$ cat src/rtl/fpw_pkg.sv
package fpw_pkg;

    localparam logic [7:0] CMD_STATUS    = 8'h05;
    localparam logic [7:0] CMD_WR_ENABLE = 8'h06;
    localparam logic [7:0] CMD_PROGRAM   = 8'h02;
    localparam logic [7:0] STAT_BUSY_MSK = 8'h01;

    typedef enum logic [3:0] {
        ST_IDLE,
        ST_CHECK,
        ST_POLL_CMD,
        ST_POLL_READ,
        ST_WREN_CMD,
        ST_PROG_CMD,
        ST_PROG_ADDR,
        ST_PROG_DATA,
        ST_SEP,
        ST_FINISH
    } fpw_state_e;

endpackage

$ cat src/rtl/fpw_byte_shifter.sv
// Mode-0 byte shifter: one clk per SCK half period, MSB first.
module fpw_byte_shifter (
    input  logic       clk,
    input  logic       rst_n,
    input  logic       go,
    input  logic [7:0] tx_byte,
    input  logic       miso,
    output logic       sck,
    output logic       mosi,
    output logic       done,
    output logic [7:0] rx_byte
);
    logic       active_q;
    logic       phase_q;
    logic [2:0] bit_q;
    logic [7:0] sh_q;
    logic [7:0] rx_q;
    logic       done_q;

    always_ff @(posedge clk or negedge rst_n) begin
        if (!rst_n) begin
            active_q <= 1'b0;
            phase_q  <= 1'b0;
            bit_q    <= '0;
            sh_q     <= '0;
            rx_q     <= '0;
            done_q   <= 1'b0;
        end else begin
            done_q <= 1'b0;
            if (!active_q) begin
                if (go) begin
                    active_q <= 1'b1;
                    phase_q  <= 1'b0;
                    bit_q    <= '0;
                    sh_q     <= tx_byte;
                end
            end else if (!phase_q) begin
                phase_q <= 1'b1;
            end else begin
                phase_q <= 1'b0;
                rx_q    <= {rx_q[6:0], miso};
                sh_q    <= {sh_q[6:0], 1'b0};
                if (bit_q == 3'd7) begin
                    active_q <= 1'b0;
                    done_q   <= 1'b1;
                end else begin
                    bit_q <= bit_q + 3'd1;
                end
            end
        end
    end

    assign sck     = active_q & phase_q;
    assign mosi    = sh_q[7];
    assign done    = done_q;
    assign rx_byte = rx_q;


    go_when_idle_chk: assert property (@(posedge clk) disable iff (!rst_n)
        go |-> !active_q);

endmodule

$ cat src/rtl/fpw_chunk_plan.sv
// Length of the next program command: up to the page end, capped by what is left.
module fpw_chunk_plan #(
    parameter int PAGE_BYTES = 256,
    parameter int CNT_W      = 25,
    localparam int PAGE_W    = $clog2(PAGE_BYTES)
) (
    input  logic [PAGE_W-1:0] page_off,
    input  logic [CNT_W-1:0]  remain,
    output logic [PAGE_W:0]   chunk_len
);
    logic [PAGE_W:0] room;

    assign room = (PAGE_W+1)'(PAGE_BYTES) - {1'b0, page_off};

    always_comb begin
        if (remain < CNT_W'(room)) begin
            chunk_len = (PAGE_W+1)'(remain);
        end else begin
            chunk_len = room;
        end
    end

endmodule

$ cat src/rtl/flash_page_writer.sv
module flash_page_writer
    import fpw_pkg::*;
#(
    parameter int ADDR_W     = 24,
    parameter int CNT_W      = ADDR_W + 1,
    parameter int PAGE_BYTES = 256,
    parameter int DEV_BYTES  = 1 << 24,
    parameter int POLL_LIMIT = 100000
) (
    input  logic              clk,
    input  logic              rst_n,
    input  logic              start,
    input  logic [ADDR_W-1:0] start_addr,
    input  logic [CNT_W-1:0]  length,
    input  logic [7:0]        src_data,
    input  logic              src_valid,
    output logic              src_ready,
    output logic              busy,
    output logic              done,
    output logic              error,
    output logic [CNT_W-1:0]  bytes_written,
    output logic              spi_sck,
    output logic              spi_cs_n,
    output logic              spi_mosi,
    input  logic              spi_miso
);
    localparam int PAGE_W = $clog2(PAGE_BYTES);
    localparam int SUM_W  = ((ADDR_W > CNT_W) ? ADDR_W : CNT_W) + 1;
    localparam int POLL_W = $clog2(POLL_LIMIT + 1);

    fpw_state_e state_q, state_d;
    fpw_state_e resume_q, resume_d;

    logic [ADDR_W-1:0] addr_q;
    logic [CNT_W-1:0]  len_q;
    logic [CNT_W-1:0]  remain_q;
    logic [CNT_W-1:0]  sent_q;
    logic [PAGE_W:0]   chunk_q;
    logic [POLL_W-1:0] poll_q;
    logic [1:0]        idx_q;
    logic              inflight_q;
    logic              err_q;

    logic              sh_go;
    logic [7:0]        sh_tx;
    logic              sh_done;
    logic [7:0]        sh_rx;
    logic              cs_n_c;
    logic              take_c;
    logic [PAGE_W:0]   plan_len;
    logic [SUM_W-1:0]  end_sum;
    logic              over_range;
    logic              flash_busy;
    logic              poll_last;
    logic              chunk_last;
    logic              range_last;
    logic [23:0]       frame_addr;

    assign end_sum    = SUM_W'(addr_q) + SUM_W'(len_q);
    assign over_range = end_sum > SUM_W'(DEV_BYTES);
    assign flash_busy = (sh_rx & STAT_BUSY_MSK) != 8'h00;
    assign poll_last  = poll_q == POLL_W'(POLL_LIMIT - 1);
    assign chunk_last = chunk_q == (PAGE_W+1)'(1);
    assign range_last = remain_q == CNT_W'(1);
    assign frame_addr = 24'(addr_q);

    fpw_byte_shifter u_shift (
        .clk     (clk),
        .rst_n   (rst_n),
        .go      (sh_go),
        .tx_byte (sh_tx),
        .miso    (spi_miso),
        .sck     (spi_sck),
        .mosi    (spi_mosi),
        .done    (sh_done),
        .rx_byte (sh_rx)
    );

    fpw_chunk_plan #(
        .PAGE_BYTES (PAGE_BYTES),
        .CNT_W      (CNT_W)
    ) u_plan (
        .page_off  (addr_q[PAGE_W-1:0]),
        .remain    (remain_q),
        .chunk_len (plan_len)
    );

    // State register
    always_ff @(posedge clk or negedge rst_n) begin
        if (!rst_n) begin
            state_q  <= ST_IDLE;
            resume_q <= ST_IDLE;
        end else begin
            state_q  <= state_d;
            resume_q <= resume_d;
        end
    end

    // Next state
    always_comb begin
        state_d  = state_q;
        resume_d = resume_q;
        unique case (state_q)
            ST_IDLE: begin
                if (start) state_d = ST_CHECK;
            end
            ST_CHECK: begin
                if (len_q == '0 || over_range) state_d = ST_FINISH;
                else                           state_d = ST_POLL_CMD;
            end
            ST_POLL_CMD: begin
                if (sh_done) state_d = ST_POLL_READ;
            end
            ST_POLL_READ: begin
                if (sh_done) begin
                    state_d = ST_SEP;
                    if (!flash_busy)    resume_d = ST_WREN_CMD;
                    else if (poll_last) resume_d = ST_FINISH;
                    else                resume_d = ST_POLL_CMD;
                end
            end
            ST_WREN_CMD: begin
                if (sh_done) begin
                    state_d  = ST_SEP;
                    resume_d = ST_PROG_CMD;
                end
            end
            ST_PROG_CMD: begin
                if (sh_done) state_d = ST_PROG_ADDR;
            end
            ST_PROG_ADDR: begin
                if (sh_done && idx_q == 2'd2) state_d = ST_PROG_DATA;
            end
            ST_PROG_DATA: begin
                if (sh_done && chunk_last) begin
                    state_d  = ST_SEP;
                    resume_d = range_last ? ST_FINISH : ST_POLL_CMD;
                end
            end
            ST_SEP: begin
                state_d = resume_q;
            end
            ST_FINISH: begin
                state_d = ST_IDLE;
            end
            default: begin
                state_d = ST_IDLE;
            end
        endcase
    end

    // Outputs towards the shifter, the bus and the source
    always_comb begin
        cs_n_c = 1'b1;
        sh_go  = 1'b0;
        sh_tx  = 8'h00;
        take_c = 1'b0;
        unique case (state_q)
            ST_POLL_CMD: begin
                cs_n_c = 1'b0;
                sh_tx  = CMD_STATUS;
                sh_go  = !inflight_q;
            end
            ST_POLL_READ: begin
                cs_n_c = 1'b0;
                sh_go  = !inflight_q;
            end
            ST_WREN_CMD: begin
                cs_n_c = 1'b0;
                sh_tx  = CMD_WR_ENABLE;
                sh_go  = !inflight_q;
            end
            ST_PROG_CMD: begin
                cs_n_c = 1'b0;
                sh_tx  = CMD_PROGRAM;
                sh_go  = !inflight_q;
            end
            ST_PROG_ADDR: begin
                cs_n_c = 1'b0;
                sh_go  = !inflight_q;
                case (idx_q)
                    2'd0:    sh_tx = frame_addr[23:16];
                    2'd1:    sh_tx = frame_addr[15:8];
                    default: sh_tx = frame_addr[7:0];
                endcase
            end
            ST_PROG_DATA: begin
                cs_n_c = 1'b0;
                sh_tx  = src_data;
                take_c = !inflight_q && src_valid;
                sh_go  = take_c;
            end
            default: begin
                cs_n_c = 1'b1;
            end
        endcase
    end

    // Datapath registers
    always_ff @(posedge clk or negedge rst_n) begin
        if (!rst_n) begin
            addr_q     <= '0;
            len_q      <= '0;
            remain_q   <= '0;
            sent_q     <= '0;
            chunk_q    <= '0;
            poll_q     <= '0;
            idx_q      <= '0;
            inflight_q <= 1'b0;
            err_q      <= 1'b0;
        end else begin
            if (sh_go)        inflight_q <= 1'b1;
            else if (sh_done) inflight_q <= 1'b0;

            case (state_q)
                ST_IDLE: begin
                    if (start) begin
                        addr_q   <= start_addr;
                        len_q    <= length;
                        remain_q <= length;
                        sent_q   <= '0;
                        poll_q   <= '0;
                        err_q    <= 1'b0;
                    end
                end
                ST_CHECK: begin
                    if (len_q != '0 && over_range) err_q <= 1'b1;
                end
                ST_POLL_READ: begin
                    if (sh_done) begin
                        if (!flash_busy)    poll_q <= '0;
                        else if (poll_last) err_q  <= 1'b1;
                        else                poll_q <= poll_q + 1'b1;
                    end
                end
                ST_WREN_CMD: begin
                    if (sh_done) begin
                        chunk_q <= plan_len;
                        idx_q   <= '0;
                    end
                end
                ST_PROG_ADDR: begin
                    if (sh_done) idx_q <= idx_q + 2'd1;
                end
                ST_PROG_DATA: begin
                    if (sh_done) begin
                        chunk_q  <= chunk_q - 1'b1;
                        remain_q <= remain_q - 1'b1;
                        addr_q   <= addr_q + 1'b1;
                        sent_q   <= sent_q + 1'b1;
                    end
                end
                default: begin
                end
            endcase
        end
    end

    assign spi_cs_n      = cs_n_c;
    assign src_ready     = take_c;
    assign busy          = state_q != ST_IDLE;
    assign done          = state_q == ST_FINISH;
    assign error         = (state_q == ST_FINISH) && err_q;
    assign bytes_written = sent_q;


    sck_in_frame_chk: assert property (@(posedge clk) disable iff (!rst_n)
        spi_sck |-> !spi_cs_n);


    src_take_chk: assert property (@(posedge clk) disable iff (!rst_n)
        src_ready |-> (src_valid && !spi_cs_n));


    chunk_edge_chk: assert property (@(posedge clk) disable iff (!rst_n)
        (state_q == ST_PROG_DATA && sh_done && chunk_last)
            |-> ((&addr_q[PAGE_W-1:0]) || range_last));


    count_bound_chk: assert property (@(posedge clk) disable iff (!rst_n)
        sent_q <= len_q);


    busy_hold_chk: assert property (@(posedge clk) disable iff (!rst_n)
        (busy && start) |=> $stable(len_q));


    done_pulse_chk: assert property (@(posedge clk) disable iff (!rst_n)
        done |=> !done);

endmodule

$ cat config.mk
export PLATFORM = sky130hd
export DESIGN_NAME = flash_page_writer
export DESIGN_NICKNAME = d
export VERILOG_FILES = /design/src/rtl/fpw_pkg.sv /design/src/rtl/fpw_byte_shifter.sv /design/src/rtl/fpw_chunk_plan.sv /design/src/rtl/flash_page_writer.sv
export SDC_FILE = /design/constraint.sdc
export NUM_CORES = 1
export LEC_CHECK = 0
export ABC_CLOCK_PERIOD_IN_PS = 2990
export BUFFER_PORTS_ARGS = -buffer_cell sky130_fd_sc_hd__buf_2
export CAP_MARGIN = 20
export CORE_MARGIN = 2
export CORE_UTILIZATION = 55
export DETAILED_ROUTE_END_ITERATION = 16
export PLACE_DENSITY_LB_ADDON = 0.1
export SLEW_MARGIN = 20
export SYNTH_ARGS = -nofsm -noshare
export SYNTH_HDL_FRONTEND = slang
export SYNTH_SLANG_ARGS = --single-unit
$ cat constraint.sdc
create_clock -name clk -period 2.99 [get_ports clk]
set_input_delay 0.299 -clock clk [delete_from_list [all_inputs] [get_ports clk]]
set_output_delay 0.299 -clock clk [all_outputs]
set_load 0.01 [all_outputs]
==> reports/metrics.cfg <==
[die]
die_w_um=141.6
initial_utilization=0.5582
pin_count=94
core_area_um2=18640
row_count=50
dieArea_um2=20040
fp.dieH_um=141.6

[sta]
rsz0062_at_grt=yes
finalSetupViolCount=6
max_slew.worst_pin.slew_ns=0.9339
finalHoldViolCount=0
finalCritPeriodShare=1.022
final.setup.worst_slack_ns=-0.06683
fmax_mhz=327.1
fin_skew_ns=0.01204
period_minus_slack_ns=3.057
maxSlewViolCount=0
slew_headroom=0.3732

[clock_network]
clk_path_buf_depth=2
cts_tree=yes
cts_root_buf=clkbuf_16
cts_made_buffers=17
path_clk_slew_ns=0.07
clock-sinks=152
h-tree-depth=4
clkLatencyLatePin_ns=0.44

[synthesis]
synthDistinctLibCells=82
ys_seq_elements=152
synth_area_per_cell_um2=7.842
synth_area_um2=10410
synth_edf_count=0
yosys_warnings=0
synth_nets=1435
syn_inst=1327
seq_area_frac_synth=0.3655
synth_async_sr_flop_share=1.000
synth_ff_type=dfrtp_1

[pwr]
power.share.clock=0.189
internal_power_uw=6708
power.density_nw_per_um2=947.3
switching_share=0.4468
p_comb_frac=0.536
power_uw=12120
peakVddDrop_v=0.0004747
pwr-share-seq=0.275
p_switching_uw=5417
p_leak_uw=0.005983

[global_routing]
grt_pass1_vias=9886
grt_overflow=0
grt_max_degree=81
grt_pass1_wl_mm=52.29
antenna_found_initial=0
track_usage=0.3319

[setup_path]
path_class=register to register
critical-path-max-stage-delay_ns=0.39
cpMaxStageDelayCell=dfrtp_1
critPathArrivalTime_ns=3.36
critPathMaxFanout=4
end_kind=register
startpoint_type=register
crit_required_ns=3.30
worstPathCellList=ha_2 -> inv_2 -> fa_2 -> and2b_2 -> o2111ai_2 -> buf_4 -> nand2_4 -> a211o_4 -> nor2b_4 -> mux2i_1 -> or3_4 -> nor4_4 -> buf_6 -> o221ai_2

[place]
io_buffers=93
gp_congestion=0.9759
hpwl_mm=24.24

[routing]
via_per_inst=6.177
drc=0
finalWirelength_mm=33.24
wl_per_cell_um=19.01
drt_first_pass_iters=6
final_antenna_net_count=0
drtIter0Drc=1125
vias=10800

[cells_and_area]
post-route-util=0.6865
antennaDiodeCount=0
area_growth_pct=22.99
final_nets=1610
drive_gt1_frac=0.2099
fillers=1605
final_cell_mix=nand2_1 (203), dfrtp_1 (152), nor2_1 (150)
layout_commonest_cell=nand2_1

[hold_path]
hp-class=input pin to register

[outcome]
status=finished with violations
violations=negative setup slack

[job]
drv_cap=0

through the flow:
stage / TNS (ns) / hold slack, ns / worst slack [ns] / instance area, µm² / cells
3_3_place_gp: -0.4435 / 0.3566 / -0.1458 / 11810 / 1704
6_report: -0.2156 / 0.07043 / -0.06683 / 12800 / 1749
4_1_cts: -0.06341 / 0.06347 / -0.03275 / 12510 / 1741
5_1_grt: -1.185 / 0.06825 / -0.2017 / 12800 / 1749
3_5_place_dp: -0.7854 / 0.3594 / -0.2291 / 11810 / 1704
2_1_floorplan: 0 / 0.003409 / 0.1247 / 10410 / 1327
state kept, by name (all words and copies together) (netlist names), 2 cells and up:
register / flops
len_q: 25
resume_q: 4
u_shift.sh_q: 8
addr_q: 24
idx_q: 2
poll_q: 17
state_q: 4
u_shift.bit_q: 3
chunk_q: 9
remain_q: 25
bytes_written: 25
area by class of cell:
type                            instances  area, µm²  area share
Clock buffer                           18      439.2     0.03431
Clock inverter                         14      185.2     0.01447
Inverter                               36      140.1     0.01095
Multi-Input combinational cell       1073       6420      0.5016
Sequential cell                       152       3804      0.2972
Tap cell                              234      292.8     0.02288
Timing Repair Buffer                  222       1518      0.1186
cells by family after synthesis:
kind of cell             Yosys count  share of synthesized area
AND/OR/NAND/NOR                  578                     0.2604
AO/OA/AOI/OAI                    396                     0.2323
flip-flops                       152                     0.3655
buffers and inverters            102                    0.03908
adder cells (fa/ha/maj)           46                    0.05603
XOR/XNOR                          40                    0.03367
multiplexers                      13                    0.01299
synthesized netlist by cell type, drive strengths merged, types with 4 or more instances:
cell type | instances | area (µm²)
inv | 36 | 135.1
a21oi | 143 | 734.5
and4 | 5 | 43.79
and3 | 29 | 181.4
or2 | 5 | 31.28
nor2 | 151 | 566.8
mux2i | 9 | 90.09
nor4 | 13 | 111.4
o221ai | 5 | 43.79
o21a | 11 | 82.58
o22ai | 16 | 100.1
nand3 | 57 | 285.3
xnor2 | 15 | 131.4
a22oi | 12 | 90.09
o211ai | 9 | 67.56
dfrtp | 152 | 3804
a21o | 10 | 75.07
a221oi | 5 | 43.79
a31oi | 11 | 75.07
or4 | 5 | 41.29
clkbuf | 52 | 195.2
a211oi | 7 | 57.55
a32oi | 6 | 52.55
or3 | 18 | 112.6
nand2b | 9 | 56.30
nor3 | 30 | 150.1
mux2 | 4 | 45.04
o31a | 4 | 36.29
nor2b | 11 | 68.82
a311oi | 5 | 50.04
o21ai | 114 | 570.5
nand4 | 21 | 143.9
o22a | 6 | 52.55
buf | 14 | 76.33
nand2 | 207 | 779.5
ha | 45 | 563.0
o31ai | 4 | 30.03
xor2 | 25 | 219.0
power groups by stage:
stage               logic, µW  clock network [µW]  registers [µW]
finish                   6500                2290            3340
global route             7160                2390            3410
CTS                      6050                2310            3300
detailed placement       5930                   0            3330
global placement         5880                   0            3320
floorplan                3870                   0            3170
critical path: cells and delay by family (launching register included):
family,cells,cell delay [ns]
AO/OA/AOI/OAI,3,0.66
buffers and inverters,3,0.39
flip-flops,1,0.39
multiplexers,1,0.11
AND/OR/NAND/NOR,5,0.99
adder cells (fa/ha/maj),2,0.38
repair_timing:
item | CTS | global route
setup buffers | 4 | 6
pin swaps | 5 | 13
hold buffers | 1 | 0
resized for setup | 14 | 40
cloned | 0 | 2
endpoints found under the setup margin | 4 | 13
endpoints found under the hold margin | 67 | 0
path summary, 6_finish.rpt:
kind                            start         end  slack [ns]  cells after the start
max                         addr_q[0]       err_q       -0.07                     14
min reg2reg                 poll_q[8]   poll_q[8]        0.50                      1
min                        length[22]   len_q[22]        0.07                      3
max reg2reg                 addr_q[0]       err_q       -0.07                     14
max in group asynchronous       rst_n   addr_q[3]        1.72                      3
min in group asynchronous       rst_n  addr_q[14]        0.46                      2
routing by layer:
metal | wire, µm | share of wire | up-vias | global-route usage
li1 | - | - | 5136 | -
met1 | 15110 | 0.45 | 5146 | 0.4890
met2 | 14940 | 0.45 | 461 | 0.5013
met3 | 2354 | 0.071 | 60 | 0.05771
met4 | 833 | 0.025 | 0 | 0.1011
met5 | 0 | 0 | - | 0
Note: power is estimated with default switching activity, not from simulation.
